$ cat src/rtl/flash_cmd_pkg.sv
package flash_cmd_pkg;

    typedef enum logic [2:0] {
        S_IDLE,
        S_PROG,
        S_ERASE,
        S_DW1,
        S_DW2,
        S_LOCK,
        S_PROT
    } seq_state_t;

    typedef enum logic [1:0] {
        RM_ARRAY  = 2'd0,
        RM_STATUS = 2'd1,
        RM_SIGN   = 2'd2,
        RM_QUERY  = 2'd3
    } rd_mode_t;

    typedef enum logic [3:0] {
        K_RD_ARRAY,
        K_RD_STATUS,
        K_RD_SIGN,
        K_RD_QUERY,
        K_CLR,
        K_SUSP,
        K_RESUME,
        K_ERASE_SU,
        K_PROG_SU,
        K_DW_SU,
        K_LOCK_SU,
        K_PROT_SU,
        K_BAD
    } first_kind_t;

    localparam int NUM_OPS = 10;
    localparam int OP_W    = 4;

    localparam logic [OP_W-1:0] OP_ERASE    = 4'd0;
    localparam logic [OP_W-1:0] OP_PROG     = 4'd1;
    localparam logic [OP_W-1:0] OP_DWPROG   = 4'd2;
    localparam logic [OP_W-1:0] OP_CLRSTAT  = 4'd3;
    localparam logic [OP_W-1:0] OP_SUSPEND  = 4'd4;
    localparam logic [OP_W-1:0] OP_RESUME   = 4'd5;
    localparam logic [OP_W-1:0] OP_LOCK     = 4'd6;
    localparam logic [OP_W-1:0] OP_UNLOCK   = 4'd7;
    localparam logic [OP_W-1:0] OP_LOCKDOWN = 4'd8;
    localparam logic [OP_W-1:0] OP_PROTPROG = 4'd9;

    localparam logic [7:0] CODE_ARRAY   = 8'hFF;
    localparam logic [7:0] CODE_STATUS  = 8'h70;
    localparam logic [7:0] CODE_SIGN    = 8'h90;
    localparam logic [7:0] CODE_QUERY   = 8'h98;
    localparam logic [7:0] CODE_CLR     = 8'h50;
    localparam logic [7:0] CODE_SUSP    = 8'hB0;
    localparam logic [7:0] CODE_CONFIRM = 8'hD0;
    localparam logic [7:0] CODE_ERASE   = 8'h20;
    localparam logic [7:0] CODE_PROG_A  = 8'h40;
    localparam logic [7:0] CODE_PROG_B  = 8'h10;
    localparam logic [7:0] CODE_DW      = 8'h30;
    localparam logic [7:0] CODE_LOCKGRP = 8'h60;
    localparam logic [7:0] CODE_LOCKSET = 8'h01;
    localparam logic [7:0] CODE_LOCKDN  = 8'h2F;
    localparam logic [7:0] CODE_PROT    = 8'hC0;

    localparam int QUERY_ADDR = 'h55;

endpackage

$ cat src/rtl/fcd_code_class.sv
module fcd_code_class
    import flash_cmd_pkg::*;
#(
    parameter int ADDR_W = 22
) (
    input  logic [7:0]        code,
    input  logic [ADDR_W-1:0] addr,
    output first_kind_t       kind
);

    localparam logic [ADDR_W-1:0] QADDR = ADDR_W'(QUERY_ADDR);

    always_comb begin
        unique case (code)
            CODE_ARRAY:   kind = K_RD_ARRAY;
            CODE_STATUS:  kind = K_RD_STATUS;
            CODE_SIGN:    kind = K_RD_SIGN;
            CODE_QUERY:   kind = (addr == QADDR) ? K_RD_QUERY : K_BAD;
            CODE_CLR:     kind = K_CLR;
            CODE_SUSP:    kind = K_SUSP;
            CODE_CONFIRM: kind = K_RESUME;
            CODE_ERASE:   kind = K_ERASE_SU;
            CODE_PROG_A,
            CODE_PROG_B:  kind = K_PROG_SU;
            CODE_DW:      kind = K_DW_SU;
            CODE_LOCKGRP: kind = K_LOCK_SU;
            CODE_PROT:    kind = K_PROT_SU;
            default:      kind = K_BAD;
        endcase
    end

endmodule

$ cat src/rtl/fcd_seq_fsm.sv
module fcd_seq_fsm
    import flash_cmd_pkg::*;
#(
    parameter int ADDR_W = 22,
    parameter int DATA_W = 16
) (
    input  logic              clk,
    input  logic              rst_n,
    input  logic              wr_en,
    input  logic [ADDR_W-1:0] wr_addr,
    input  logic [DATA_W-1:0] wr_data,
    input  first_kind_t       kind,
    output logic              req_fire,
    output logic [OP_W-1:0]   req_op,
    output logic              req_err,
    output logic              req_mode_set,
    output rd_mode_t          req_mode,
    output logic [ADDR_W-1:0] first_addr,
    output logic [DATA_W-1:0] first_data
);

    localparam logic [ADDR_W-1:0] PAIR_DIFF = ADDR_W'(1);

    seq_state_t state_q, state_d;
    logic       cap_first;
    logic [7:0] code;

    assign code = wr_data[7:0];

    // state register and first-write capture
    always_ff @(posedge clk) begin
        if (!rst_n) begin
            state_q    <= S_IDLE;
            first_addr <= '0;
            first_data <= '0;
        end else begin
            state_q <= state_d;
            if (cap_first) begin
                first_addr <= wr_addr;
                first_data <= wr_data;
            end
        end
    end

    // next state and requests
    always_comb begin
        state_d      = state_q;
        req_fire     = 1'b0;
        req_op       = OP_ERASE;
        req_err      = 1'b0;
        req_mode_set = 1'b0;
        req_mode     = RM_ARRAY;
        cap_first    = 1'b0;
        if (wr_en) begin
            unique case (state_q)
                S_IDLE: begin
                    unique case (kind)
                        K_RD_ARRAY:  begin req_mode_set = 1'b1; req_mode = RM_ARRAY;  end
                        K_RD_STATUS: begin req_mode_set = 1'b1; req_mode = RM_STATUS; end
                        K_RD_SIGN:   begin req_mode_set = 1'b1; req_mode = RM_SIGN;   end
                        K_RD_QUERY:  begin req_mode_set = 1'b1; req_mode = RM_QUERY;  end
                        K_CLR:       begin req_fire = 1'b1; req_op = OP_CLRSTAT; end
                        K_SUSP:      begin req_fire = 1'b1; req_op = OP_SUSPEND; end
                        K_RESUME:    begin req_fire = 1'b1; req_op = OP_RESUME;  end
                        K_ERASE_SU:  state_d = S_ERASE;
                        K_PROG_SU:   state_d = S_PROG;
                        K_DW_SU:     state_d = S_DW1;
                        K_LOCK_SU:   state_d = S_LOCK;
                        K_PROT_SU:   state_d = S_PROT;
                        default:     req_err = 1'b1;
                    endcase
                end
                S_ERASE: begin
                    state_d = S_IDLE;
                    if (code == CODE_CONFIRM) begin
                        req_fire = 1'b1;
                        req_op   = OP_ERASE;
                    end else begin
                        req_err = 1'b1;
                    end
                end
                S_PROG: begin
                    state_d  = S_IDLE;
                    req_fire = 1'b1;
                    req_op   = OP_PROG;
                end
                S_DW1: begin
                    state_d   = S_DW2;
                    cap_first = 1'b1;
                end
                S_DW2: begin
                    state_d = S_IDLE;
                    if ((wr_addr ^ first_addr) == PAIR_DIFF) begin
                        req_fire = 1'b1;
                        req_op   = OP_DWPROG;
                    end else begin
                        req_err = 1'b1;
                    end
                end
                S_LOCK: begin
                    state_d = S_IDLE;
                    unique case (code)
                        CODE_LOCKSET: begin req_fire = 1'b1; req_op = OP_LOCK;     end
                        CODE_CONFIRM: begin req_fire = 1'b1; req_op = OP_UNLOCK;   end
                        CODE_LOCKDN:  begin req_fire = 1'b1; req_op = OP_LOCKDOWN; end
                        default:      req_err = 1'b1;
                    endcase
                end
                S_PROT: begin
                    state_d  = S_IDLE;
                    req_fire = 1'b1;
                    req_op   = OP_PROTPROG;
                end
                default: state_d = S_IDLE;
            endcase
        end
    end

endmodule

$ cat src/rtl/fcd_out_regs.sv
module fcd_out_regs
    import flash_cmd_pkg::*;
#(
    parameter int ADDR_W = 22,
    parameter int DATA_W = 16
) (
    input  logic               clk,
    input  logic               rst_n,
    input  logic               req_fire,
    input  logic [OP_W-1:0]    req_op,
    input  logic               req_err,
    input  logic               req_mode_set,
    input  rd_mode_t           req_mode,
    input  logic [ADDR_W-1:0]  wr_addr,
    input  logic [DATA_W-1:0]  wr_data,
    input  logic [ADDR_W-1:0]  first_addr,
    input  logic [DATA_W-1:0]  first_data,
    output logic [1:0]         read_mode,
    output logic [NUM_OPS-1:0] op_strobe,
    output logic [ADDR_W-1:0]  op_addr,
    output logic [DATA_W-1:0]  op_data,
    output logic [ADDR_W-1:0]  op_addr_first,
    output logic [DATA_W-1:0]  op_data_first,
    output logic               seq_err
);

    rd_mode_t mode_q;
    assign read_mode = mode_q;

    for (genvar g = 0; g < NUM_OPS; g++) begin : g_strobe
        always_ff @(posedge clk) begin
            if (!rst_n) op_strobe[g] <= 1'b0;
            else        op_strobe[g] <= req_fire && (req_op == OP_W'(g));
        end
    end

    always_ff @(posedge clk) begin
        if (!rst_n) begin
            mode_q        <= RM_ARRAY;
            seq_err       <= 1'b0;
            op_addr       <= '0;
            op_data       <= '0;
            op_addr_first <= '0;
            op_data_first <= '0;
        end else begin
            seq_err <= req_err;
            if (req_err)           mode_q <= RM_ARRAY;
            else if (req_mode_set) mode_q <= req_mode;
            if (req_fire) begin
                op_addr       <= wr_addr;
                op_data       <= wr_data;
                op_addr_first <= first_addr;
                op_data_first <= first_data;
            end
        end
    end

endmodule

$ cat src/rtl/flash_cmd_decoder.sv
module flash_cmd_decoder
    import flash_cmd_pkg::*;
#(
    parameter int ADDR_W = 22,
    parameter int DATA_W = 16
) (
    input  logic               clk,
    input  logic               rst_n,
    input  logic               wr_en,
    input  logic [ADDR_W-1:0]  wr_addr,
    input  logic [DATA_W-1:0]  wr_data,
    output logic [1:0]         read_mode,
    output logic [NUM_OPS-1:0] op_strobe,
    output logic [ADDR_W-1:0]  op_addr,
    output logic [DATA_W-1:0]  op_data,
    output logic [ADDR_W-1:0]  op_addr_first,
    output logic [DATA_W-1:0]  op_data_first,
    output logic               seq_err
);

    first_kind_t       kind;
    logic              req_fire;
    logic [OP_W-1:0]   req_op;
    logic              req_err;
    logic              req_mode_set;
    rd_mode_t          req_mode;
    logic [ADDR_W-1:0] first_addr;
    logic [DATA_W-1:0] first_data;

    fcd_code_class #(.ADDR_W(ADDR_W)) u_class (
        .code (wr_data[7:0]),
        .addr (wr_addr),
        .kind (kind)
    );

    fcd_seq_fsm #(.ADDR_W(ADDR_W), .DATA_W(DATA_W)) u_fsm (
        .clk          (clk),
        .rst_n        (rst_n),
        .wr_en        (wr_en),
        .wr_addr      (wr_addr),
        .wr_data      (wr_data),
        .kind         (kind),
        .req_fire     (req_fire),
        .req_op       (req_op),
        .req_err      (req_err),
        .req_mode_set (req_mode_set),
        .req_mode     (req_mode),
        .first_addr   (first_addr),
        .first_data   (first_data)
    );

    fcd_out_regs #(.ADDR_W(ADDR_W), .DATA_W(DATA_W)) u_out (
        .clk           (clk),
        .rst_n         (rst_n),
        .req_fire      (req_fire),
        .req_op        (req_op),
        .req_err       (req_err),
        .req_mode_set  (req_mode_set),
        .req_mode      (req_mode),
        .wr_addr       (wr_addr),
        .wr_data       (wr_data),
        .first_addr    (first_addr),
        .first_data    (first_data),
        .read_mode     (read_mode),
        .op_strobe     (op_strobe),
        .op_addr       (op_addr),
        .op_data       (op_data),
        .op_addr_first (op_addr_first),
        .op_data_first (op_data_first),
        .seq_err       (seq_err)
    );

endmodule

$ cat config.mk
export PLATFORM = sky130hd
export DESIGN_NAME = flash_cmd_decoder
export DESIGN_NICKNAME = d
export VERILOG_FILES = /design/src/rtl/flash_cmd_pkg.sv /design/src/rtl/fcd_code_class.sv /design/src/rtl/fcd_seq_fsm.sv /design/src/rtl/fcd_out_regs.sv /design/src/rtl/flash_cmd_decoder.sv
export SDC_FILE = /design/constraint.sdc
export NUM_CORES = 1
export LEC_CHECK = 0
export ABC_AREA = 1
export BUFFER_PORTS_ARGS = -buffer_cell sky130_fd_sc_hd__clkbuf_2
export CAP_MARGIN = 20
export CELL_PAD_IN_SITES_DETAIL_PLACEMENT = 1
export CELL_PAD_IN_SITES_GLOBAL_PLACEMENT = 1
export CORE_UTILIZATION = 35
export DETAILED_ROUTE_END_ITERATION = 16
export PLACE_DENSITY = 0.85
export SYNTH_ARGS = -nofsm -noshare
export SYNTH_HDL_FRONTEND = slang
export SYNTH_SLANG_ARGS = --single-unit
$ cat constraint.sdc
create_clock -name clk -period 1.5 [get_ports clk]
set_input_delay 0.3 -clock clk [delete_from_list [all_inputs] [get_ports clk]]
set_output_delay 0.3 -clock clk [all_outputs]
set_load 0.02 [all_outputs]
==> results of run 1 <==
-- tightest hold or removal path, cell delays in order --
cell      delay, ns
clkbuf_2       0.09
o21ai_0        0.08
a21oi_1        0.11
-- where the power goes --
group | switching [mW] | total [mW] | internal (mW) | leakage (nW)
registers | 0.588 | 4.68 | 4.09 | 1.06
clock network | 2.04 | 4.71 | 2.67 | 0.299
logic | 5.65 | 10.0 | 4.36 | 3.55
total | 8.28 | 19.4 | 11.1 | 4.91
-- cells by family (layout without fill, tap and decap cells) --
group                     count (synthesis)  count (layout)  share of synthesized area
and+or+nand+nor                         473             473                      0.311
buffers and inverters                   153             458                      0.109
other                                     0               1                          0
AOI/OAI and AO/OA                       166             166                      0.167
DFF                                     130             130                      0.409
xor gates and xnor gates                  3               3                    0.00413
-- metrics by stage --
stage	power, mW	hold WS (ns)	utilization
after floorplan	8.18	0.430	-
after CTS	17.2	0.162	0.565
after global routing	19.9	0.177	0.634
after global placement	10.1	0.440	0.474
after detailed placement	10.4	0.448	0.474
final	19.4	0.159	0.634
-- path summary, 6_finish.rpt --
path | cells past startpoint | slack, ns | from | end
hold reg to reg | 2 | 0.48 | u_out.op_addr_first[7] | u_out.op_addr_first[7]
setup / recovery | 14 | -0.83 | u_fsm.first_addr[6] | u_out.op_addr[16]
hold / removal | 3 | 0.16 | wr_data[10] | u_fsm.first_data[10]
setup reg to reg | 14 | -0.83 | u_fsm.first_addr[6] | u_out.op_addr[16]
-- cell usage after synthesis (2+ instances only) --
cell type  count  area (um^2)
a211oi_1       2         15.0
a21oi_1       58          290
a21oi_2       60          526
buf_1          4         15.0
buf_2         14         70.1
buf_6          2         22.5
buf_8          6         90.1
clkbuf_1      29          109
dfxtp_1      130         2600
inv_1         86          323
inv_2         10         37.5
nand2_1      206          773
nand2_2        3         18.8
nand3_1       97          485
nand4_1        9         56.3
nor2_1       136          510
nor2_2         2         12.5
nor3_1        15         75.1
o21ai_0       43          215
xor2_1         2         17.5
-- flip-flops by register name (all words and copies together), names as in the netlist --
register,count
u_fsm.first_addr,22
u_out.op_addr,22
u_out.op_addr_first,22
u_fsm.first_data,16
u_out.op_data,16
u_out.op_data_first,16
u_out.op_strobe,10
u_fsm.state_q,3
u_out.read_mode,2
u_out.seq_err,1
-- timing repair --
action                                  in CTS  in global routing
endpoints found under the setup margin     127                128
cloned                                      11                  7
pin swaps                                   48                 93
resized for setup                          134                317
setup buffers                               28                 19
endpoints found under the hold margin        0                  0
-- layout make-up --
class                           instances  share of cell area
Antenna cell                            1            0.000225
Clock buffer                           17              0.0383
Clock inverter                         15              0.0178
Inverter                               96              0.0326
Multi-Input combinational cell        642               0.399
Sequential cell                       130               0.237
Tap cell                              225              0.0253
Timing Repair Buffer                  330               0.250
-- layer usage --
metal / part of all wire / up-vias / wire length, um / GRT usage
li1: - / 3565 / - / -
met4: 0.092 / 0 / 3810 / 0.253
met5: 0 / - / 0 / 0
met1: 0.36 / 4234 / 15000 / 0.370
met2: 0.47 / 540 / 19300 / 0.613
met3: 0.077 / 268 / 3170 / 0.0770
==> metrics.md, run 1 <==
| Metric | Value |
|---|---|
| Status | complete, but fails checks |
| Failing checks | negative setup slack |
| Clk buf depth | 2 |
| Hold WC Path Type | in2reg |
| Starting Density | 0.363 |
| Dpl hpwl | 16400 um |
| Mapped Area | 0.00637 mm^2 |
| Critical-path cell list | inv_2, nand2_2, nand2_2, nor2_2, nand2_1, nor2_2, nand4_1, nand4_1, buf_6, buf_12, buf_12, buf_16, a21oi_4, nor2_1 |
| Final Wtd Congestion | 0.820 |
| Max Cap Violations | 0 |
| Pleak | 4.91 nW |
| Commonest non-fill, non-tap cell in the layout | buf_4 |
| Max-slew violation count | 0 |
| Later-pin clock latency in the skew report | 0.46 ns |
| Num rows | 48 |
| Area added between synthesis and finish | 74.7% |
| Worst path required time | 1.87 ns |
| Synthesis warning total | 0 |
| Seq/Total Area, Yosys | 0.409 |
| Root cell of the clock tree | clkbuf_16 |
| Share of cells above drive strength 1 | 0.582 |
| Startpoint types | flop |
| CP bufs+invs | 5 |
| DP Cell Count | 1375 |
| Fillers | 2063 |
| CTS Hold Bufs | 0 |
| GRT Residual Overflow | 0 |
| Port bufs | 129 |
| Cell Area, Placed | 0.00831 mm^2 |
| Num CTS Buffers | 17 |
| FFs w/ async S/R, synth | 0 |
| Routed WL | 41300 um |
| Post-route ant nets | 0 |
| Die height | 137 um |
| Vias | 8607 |
| Setup Skew | 0.0142 ns |
| CP Max Fanout | 6 |
| Setup_tns | -61.60 ns |
| Via density | 5.91 |
| Hold Fails Final Rpt | 0 |
| Die Span X | 137 um |
| Synth Net Count | 966 |
| Global router's overall resource usage | 0.350 |
| Clk sinks | 130 |
| Critical path arrival | 2.70 ns |
| Synth cell types | 31 |
| Drt first pass iters | 5 |
| #FFs+latches synth | 130 |
| CP top delay family | simple AND/OR/NAND/NOR gates |
| Peak supply drop | 0.00200 V |
| Io pins | 130 |
| RSZ-0062 raised after global routing | true |
| Final setup fails | 116 |
| Initial antenna violation count | 2 |
| Filler-free cell count of the finished design | 1456 |
| Crit path max-delay cell type | dfxtp_2 |
| Reg clk slew, reported paths | 0.08 ns |
| Cell Pwr Density | 1750 mW/mm^2 |
| Final nets | 1258 |
| Post-Syn Instances | 925 |
| Worst-Margin Slew | 0.567 ns |
| Design area | 0.0111 mm^2 |
| Reg area | 0.00263 mm^2 |
| Shortest period the worst path allows | 2.33 ns |
| Largest net degree at the start of global routing | 58 |
| DRC | 0 |
| Vias in the first global route | 8727 |
| Max frequency | 0.429 GHz |
| Multi-input combinational cell area | 0.00444 mm^2 |
| CTS tree | built |
| Final setup margin | -0.829 ns |
| Initial DRC Count | 661 |
| WS Path Type | reg2reg |
| Worst slack at placement | -0.578 ns |
| EDFF count, synth | 0 |
| Main synth FF type | dfxtp_1 |
| Max_slew headroom | 0.618 |
| First-pass GRT wire length | 48500 um |
| H-tree depth | 4 |
| CORE AREA | 0.0175 mm^2 |
| Largest stage delay, worst path | 0.47 ns |
| Die area | 0.0187 mm^2 |
| Most frequent cells in the layout | 138 x buf_4, 127 x clkbuf_2, 126 x nand2_1 |
| Final period util | 1.55 |
| Synthesized area per cell | 6.88 um^2 |
| CP endpoint kind | flop |
| Wire per inst | 28.3 um |
No activity file was read; power rests on OpenSTA's default activity.
==> inputs of run 2 (changes only) <==
--- a/config.mk
+++ b/config.mk
@@ -10,9 +10,9 @@
 export CAP_MARGIN = 20
 export CELL_PAD_IN_SITES_DETAIL_PLACEMENT = 1
 export CELL_PAD_IN_SITES_GLOBAL_PLACEMENT = 1
-export CORE_UTILIZATION = 35
+export CORE_UTILIZATION = 39
 export DETAILED_ROUTE_END_ITERATION = 16
-export PLACE_DENSITY = 0.85
+export PLACE_DENSITY = 0.89
 export SYNTH_ARGS = -nofsm -noshare
 export SYNTH_HDL_FRONTEND = slang
 export SYNTH_SLANG_ARGS = --single-unit
==> constraint.sdc (replaced) <==
create_clock -name clk -period 2.3 [get_ports clk]
set_input_delay 0.46 -clock clk [delete_from_list [all_inputs] [get_ports clk]]
set_output_delay 0.46 -clock clk [all_outputs]
set_load 0.02 [all_outputs]
==> run 2 against run 1 <==
Net effect:
- the run now ends clean
- sequential power shrank 36%
- via count shrank 24%
- largest cell class unchanged
- setup slack gained 1.1 ns
- clock power shrank 42%
- core utilization shrank 14 points
- hold slack gained 0.20 ns
- critical path type unchanged
- highest routed layer is now met5
- clock skew shrank 0.0074 ns
- clock-buffer cell count grew 3
==> metrics.md, run 2 (synthesis results as in run 1) <==
| Metric | Value |
|---|---|
| Setup Skew | 0.00677 ns (-0.00745 ns) |
| Cell seen most often among critical-path stages | nand2_1 |
| Io pins | 130 (unchanged) |
| Startpoint types | flop |
| Worst path required time | 2.63 ns (+0.76 ns) |
| Filler-free cell count of the finished design | 1268 (-13%) |
| Via density | 5.14 (-13%) |
| GRT Residual Overflow | 0 (unchanged) |
| Core Util, Final | 0.495 (-0.139) |
| Status | finished clean |
| Die height | 130 um (-5.2%) |
| Hold Fails Final Rpt | 0 (unchanged) |
| Critical path arrival | 2.40 ns (-0.30 ns) |
| Area added between synthesis and finish | 23.5% |
| Initial antenna violation count | 1 (-1) |
| Vias in the first global route | 6644 (-24%) |
| CP top delay family | simple AND/OR/NAND/NOR gates |
| DRC | 0 (unchanged) |
| Commonest non-fill, non-tap cell in the layout | nand2_1 |
| Setup_tns | 0 ns (+61.60 ns) |
| First-pass GRT wire length | 32200 um (-34%) |
| RSZ-0062 raised after global routing | false |
| CORE AREA | 0.0159 mm^2 (-9.4%) |
| Drt first pass iters | 4 (-1) |
| # diodes | 0 (-1) |
| Worst-Margin Slew | 0.441 ns (-0.126 ns) |
| Initial DRC Count | 304 (-54%) |
| Num CTS Buffers | 17 (unchanged) |
| Die area | 0.0168 mm^2 (-10%) |
| Critical-path cell list | inv_1, nand2_1, nand2_1, nor2_1, nand2_1, nor2_1, nand4_1, nand4_1, buf_4, buf_12, nand3_2, nor3_1 |
| Max Cap Violations | 0 (unchanged) |
| Cell Pwr Density | 1150 mW/mm^2 (-34%) |
| CTS Hold Bufs | 0 (unchanged) |
| Clk sinks | 130 (unchanged) |
| Final setup fails | 0 (-100%) |
| Vias | 6520 (-24%) |
| Final setup margin | 0.229 ns (+1.06 ns) |
| Shortest period the worst path allows | 2.07 ns (-0.258 ns) |
| Die Span X | 130 um (-5.2%) |
| Final Wtd Congestion | 0.893 (+8.9%) |
| CP Max Fanout | 29 (+23) |
| H-tree depth | 4 (unchanged) |
| Share of cells above drive strength 1 | 0.249 (-0.333) |
| Max frequency | 0.483 GHz (+12%) |
| Num rows | 46 (-4.2%) |
| Most frequent cells in the layout | 205 x nand2_1, 136 x nor2_1, 130 x dfxtp_1 |
| Reg clk slew, reported paths | 0.06 ns (-0.02 ns) |
| Starting Density | 0.401 (+0.0377) |
| Final Hold Slack | 0.360 ns (+0.201 ns) |
| Routed WL | 20100 um (-51%) |
| Clk buf depth | 2 (unchanged) |
| Crit path max-delay cell type | dfxtp_1 |
| CP bufs+invs | 3 (-2) |
| Pleak | 3.63 nW (-26%) |
| Final nets | 1080 (-14%) |
| Wire per inst | 15.9 um (-44%) |
| CP endpoint kind | flop |
| Final period util | 0.900 (-0.652) |
| Max-slew violation count | 0 (unchanged) |
| Dpl hpwl | 14500 um (-11%) |
| Max_slew headroom | 0.705 (+0.0868) |
| CTS tree | built |
| WS Path Type | reg2reg |
| Global router's overall resource usage | 0.246 (-0.103) |
| Largest net degree at the start of global routing | 78 (+34%) |
| Total power | 9.03 mW (-53%) |
| Hold WC Path Type | in2reg |
| Post-route ant nets | 0 (unchanged) |
| Design area | 0.00786 mm^2 (-29%) |
| Root cell of the clock tree | clkbuf_16 |
| Biggest regs | u_fsm.first_addr: 22 flops, u_out.op_addr: 22 flops, u_out.op_addr_first: 22 flops |
| Later-pin clock latency in the skew report | 0.42 ns (-0.04 ns) |
| Worst slack at placement | -0.00536 ns (+0.573 ns) |
| Cell Area, Placed | 0.00727 mm^2 (-13%) |
| DP Cell Count | 1236 (-10%) |
| Largest stage delay, worst path | 0.34 ns (-0.13 ns) |
| Port bufs | 129 (unchanged) |
| Peak supply drop | 0.000592 V (-70%) |
[run 2: cell count changes in the layout (fill, tap and decap cells not counted), moves of 19 or more]
cell	delta
buf_6	-25
dfxtp_1	+19
o21ai_2	-19
buf_4	-125
nand3_2	-45
a21oi_1	+20
nand2_4	-22
o21ai_0	+32
nor2_1	+45
nand3_1	+61
nand2_1	+79
nor2_4	-27
nand2_2	-56
[run 2: timing repair]
item                                    CTS  global route
hold endpoints to repair                  0             0
endpoints found under the setup margin    0             3
setup buffers                             0             0
resized for setup                         0             1
[run 2: area by class of cell]
| cell class | count | area [um^2] |
|---|---|---|
| clock buffers | 20 | 447 |
| clock inverters | 12 | 139 |
| fillers | 2103 | 8030 |
| inverters | 96 | 360 |
| multi-input cells | 642 | 3080 |
| flip-flops and latches | 130 | 2600 |
| well taps | 216 | 270 |
| repair buffers | 152 | 965 |
[run 2: path summary, 6_finish.rpt]
| kind | endpoint | startpoint | slack (ns) | cells past startpoint |
|---|---|---|---|---|
| setup / recovery | u_out.op_strobe[0] | u_fsm.first_addr[7] | 0.23 | 12 |
| hold / removal | u_fsm.first_addr[16] | wr_addr[16] | 0.36 | 3 |
| setup reg to reg | u_out.op_strobe[0] | u_fsm.first_addr[7] | 0.23 | 12 |
| hold reg to reg | u_fsm.first_data[2] | u_fsm.first_data[2] | 0.46 | 2 |
[run 2: per-layer routing]
metal,global-route usage,routed length [um],vias up
met5,0,17,-
met4,0.0992,582,2
met3,0.0615,840,43
met2,0.451,10400,146
met1,0.272,8240,3135
li1,-,-,3194
[run 2: worst min-delay path, stage by stage]
cell,delay (ns)
clkbuf_2,0.10
o21ai_0,0.08
a21oi_1,0.10
[run 2: where the power goes]
group	leakage, nW	total (mW)	switching, mW	internal [mW]
logic	2.28	3.34	2.09	1.25
registers	1.05	2.98	0.311	2.67
clock network	0.297	2.71	0.998	1.72
==> inputs of run 3 (changes only) <==
--- a/config.mk
+++ b/config.mk
@@ -10,7 +10,9 @@
 export CAP_MARGIN = 20
 export CELL_PAD_IN_SITES_DETAIL_PLACEMENT = 1
 export CELL_PAD_IN_SITES_GLOBAL_PLACEMENT = 1
+export CORE_MARGIN = 2
 export CORE_UTILIZATION = 39
+export CTS_CLUSTER_DIAMETER = 200
 export DETAILED_ROUTE_END_ITERATION = 16
 export PLACE_DENSITY = 0.89
 export SYNTH_ARGS = -nofsm -noshare
==> run 3 against run 2 <==
Net effect:
- power shrank 2.4%
- sequential cell count is the same
- hold slack lost 0.021 ns
- clock-buffer cell count grew 5
- routed wire length shrank 3.5%
- cell count shrank 0.24%
- critical path depth grew 1
- sequential power is essentially flat
- setup slack gained 0.11 ns
- largest cell class unchanged
- core utilization shrank 0.56 points
- clock power shrank 3%
- critical endpoint is now u_out.op_addr_first[2]
- largest power group unchanged
==> metrics.md, run 3 (synthesis results as in run 1) <==
| Metric | Value |
|---|---|
| Initial antenna violation count | 0 (-1) |
| Shortest period the worst path allows | 1.97 ns (-0.105 ns) |
| Commonest non-fill, non-tap cell in the layout | nand2_1 |
| Startpoint types | flop |
| Hold Fails Final Rpt | 0 (unchanged) |
| Wire per inst | 15.4 um (-3.2%) |
| # diodes | 0 (unchanged) |
| Crit path max-delay cell type | dfxtp_1 |
| Cell seen most often among critical-path stages | nand2_1 |
| Die area | 0.0174 mm^2 (+3.1%) |
| Global router's overall resource usage | 0.227 (-0.0191) |
| Worst slack at placement | 0.127 ns (+0.132 ns) |
| Most frequent cells in the layout | 205 x nand2_1, 136 x nor2_1, 130 x dfxtp_1 |
| Largest net degree at the start of global routing | 68 (-13%) |
| Reg area | 0.00260 mm^2 (unchanged) |
| CP Max Fanout | 22 (-24%) |
| Max frequency | 0.509 GHz (+5.3%) |
| Multi-input combinational cell area | 0.00307 mm^2 (-0.16%) |
| H-tree depth | 4 (unchanged) |
| Area added between synthesis and finish | 22.5% |
| Max-slew violation count | 0 (unchanged) |
| Fillers | 2120 (+0.81%) |
| Io pins | 130 (unchanged) |
| GRT Residual Overflow | 0 (unchanged) |
| Setup Skew | 0.0144 ns (+0.00759 ns) |
| Biggest regs | u_fsm.first_addr: 22 flops, u_out.op_addr: 22 flops, u_out.op_addr_first: 22 flops |
| R2R setup slack | 0.33 ns (+0.11 ns) |
| Vias | 6400 (-1.8%) |
| Num rows | 46 (unchanged) |
| Hold Path Sink | u_fsm.first_data[12] |
| Routed WL | 19400 um (-3.5%) |
| Status | finished clean |
| Starting Density | 0.399 (-0.00145) |
| DP Cell Count | 1235 (-0.081%) |
| First-pass GRT wire length | 32000 um (-0.58%) |
| Setup_tns | 0 ns (unchanged) |
| Num CTS Buffers | 17 (unchanged) |
| Worst path required time | 2.63 ns (about the same) |
| CORE AREA | 0.0159 mm^2 (+0.36%) |
| Drt first pass iters | 4 (unchanged) |
| Max Cap Violations | 0 (unchanged) |
| HP Start | wr_data[12] |
| Dpl hpwl | 13900 um (-4.3%) |
| RSZ-0062 raised after global routing | false |
| Clk sinks | 130 (unchanged) |
| Initial DRC Count | 340 (+12%) |
| Final period util | 0.855 (-0.0457) |
| Post-CTS Resized | 0 (unchanged) |
| Filler-free cell count of the finished design | 1265 (-0.24%) |
| Final nets | 1079 (-0.093%) |
| Vias in the first global route | 6566 (-1.2%) |
| R2R Path End | u_out.op_addr_first[2] |
| CTS tree | built |
| Critical path arrival | 2.29 ns (-0.11 ns) |
| Share of cells above drive strength 1 | 0.243 (-0.00596) |
| CTS Hold Bufs | 0 (unchanged) |
| Port bufs | 129 (unchanged) |
| Critical-path cell list | inv_1, nand2_1, nand2_1, nor2_1, nand2_1, nor2_1, nand4_1, nand4_1, buf_4, buf_12, nand3_1, nand2_1, nor2_1 |
| Final setup fails | 0 (unchanged) |
| Hold WC Path Type | in2reg |
| Largest stage delay, worst path | 0.34 ns (about the same) |
| Later-pin clock latency in the skew report | 0.43 ns (about the same) |
| Final setup margin | 0.335 ns (+0.105 ns) |
| R2R cell count | 13 (+1) |
| Max_slew headroom | 0.673 (-0.0316) |
| Die height | 132 um (+1.5%) |
| WS Path Type | reg2reg |
| Post-CTS Setup Bufs | 0 (unchanged) |
| Final Wtd Congestion | 0.875 (-2.0%) |
| Hold path depth | 3 (unchanged) |
| Via density | 5.06 (-1.6%) |
| DRC | 0 (unchanged) |
| RR Startpoint | u_fsm.first_addr[14] |
| Cell Pwr Density | 1130 mW/mm^2 (-1.6%) |
| Pleak | 3.59 nW (-1.2%) |
| Peak supply drop | 0.000572 V (-3.4%) |
| Reg clk slew, reported paths | 0.06 ns (about the same) |
| Post-route ant nets | 0 (unchanged) |
| CP endpoint kind | flop |
| Clk buf depth | 2 (unchanged) |
| Root cell of the clock tree | clkbuf_16 |
| Die Span X | 132 um (+1.5%) |
| Worst-Margin Slew | 0.490 ns (+0.0490 ns) |
-- run 3: layout make-up --
class | count | area share
well taps | 216 | 0.0346
flip-flops and latches | 130 | 0.334
repair buffers | 151 | 0.120
clock buffers | 25 | 0.0622
multi-input cells | 642 | 0.394
inverters | 96 | 0.0462
clock inverters | 5 | 0.00995
-- run 3: metal layers --
layer  share of wire  track usage  vias up
met4           0.022       0.0839        0
met2            0.50        0.407      122
met5               0            0        -
li1                -            -     3192
met1            0.43        0.262     3056
met3           0.041       0.0565       30
-- run 3: worst max path at each step --
stage	from	to	slack (ns)
after floorplan	wr_data[2]	u_out.op_addr[0]	0.55
after global placement	wr_data[1]	u_out.op_addr[10]	0.19
after detailed placement	wr_addr[5]	u_out.op_addr[3]	0.13
after CTS	u_fsm.state_q[2]	u_out.op_addr[3]	0.32
after global routing	u_fsm.first_addr[14]	u_out.op_addr_first[7]	0.13
final	u_fsm.first_addr[14]	u_out.op_addr_first[2]	0.33
-- run 3: worst max-delay path, delay by kind of cell (launching register included) --
kind,cells,cell delay (ns)
buffers and inverters,3,0.54
flip-flops,1,0.34
AND/OR/NAND/NOR,10,0.99
-- run 3: per-stage QoR --
stage          hold slack, ns  power [mW]  utilization  instance area [um^2]
3_3_place_gp            0.439        6.14        0.454                  7240
3_5_place_dp            0.452        6.22        0.454                  7240
2_1_floorplan           0.430        5.33            -                  6370
4_1_cts                 0.328        8.92        0.489                  7800
6_report                0.340        8.82        0.489                  7800
5_1_grt                 0.366        9.35        0.489                  7800
-- run 3: where the power goes --
group          total, mW  switching [mW]  internal, mW  leakage, nW
Sequential          2.98           0.307          2.67         1.05
Combinational       3.20            2.02          1.18         2.27
Clock               2.64           0.978          1.66        0.273
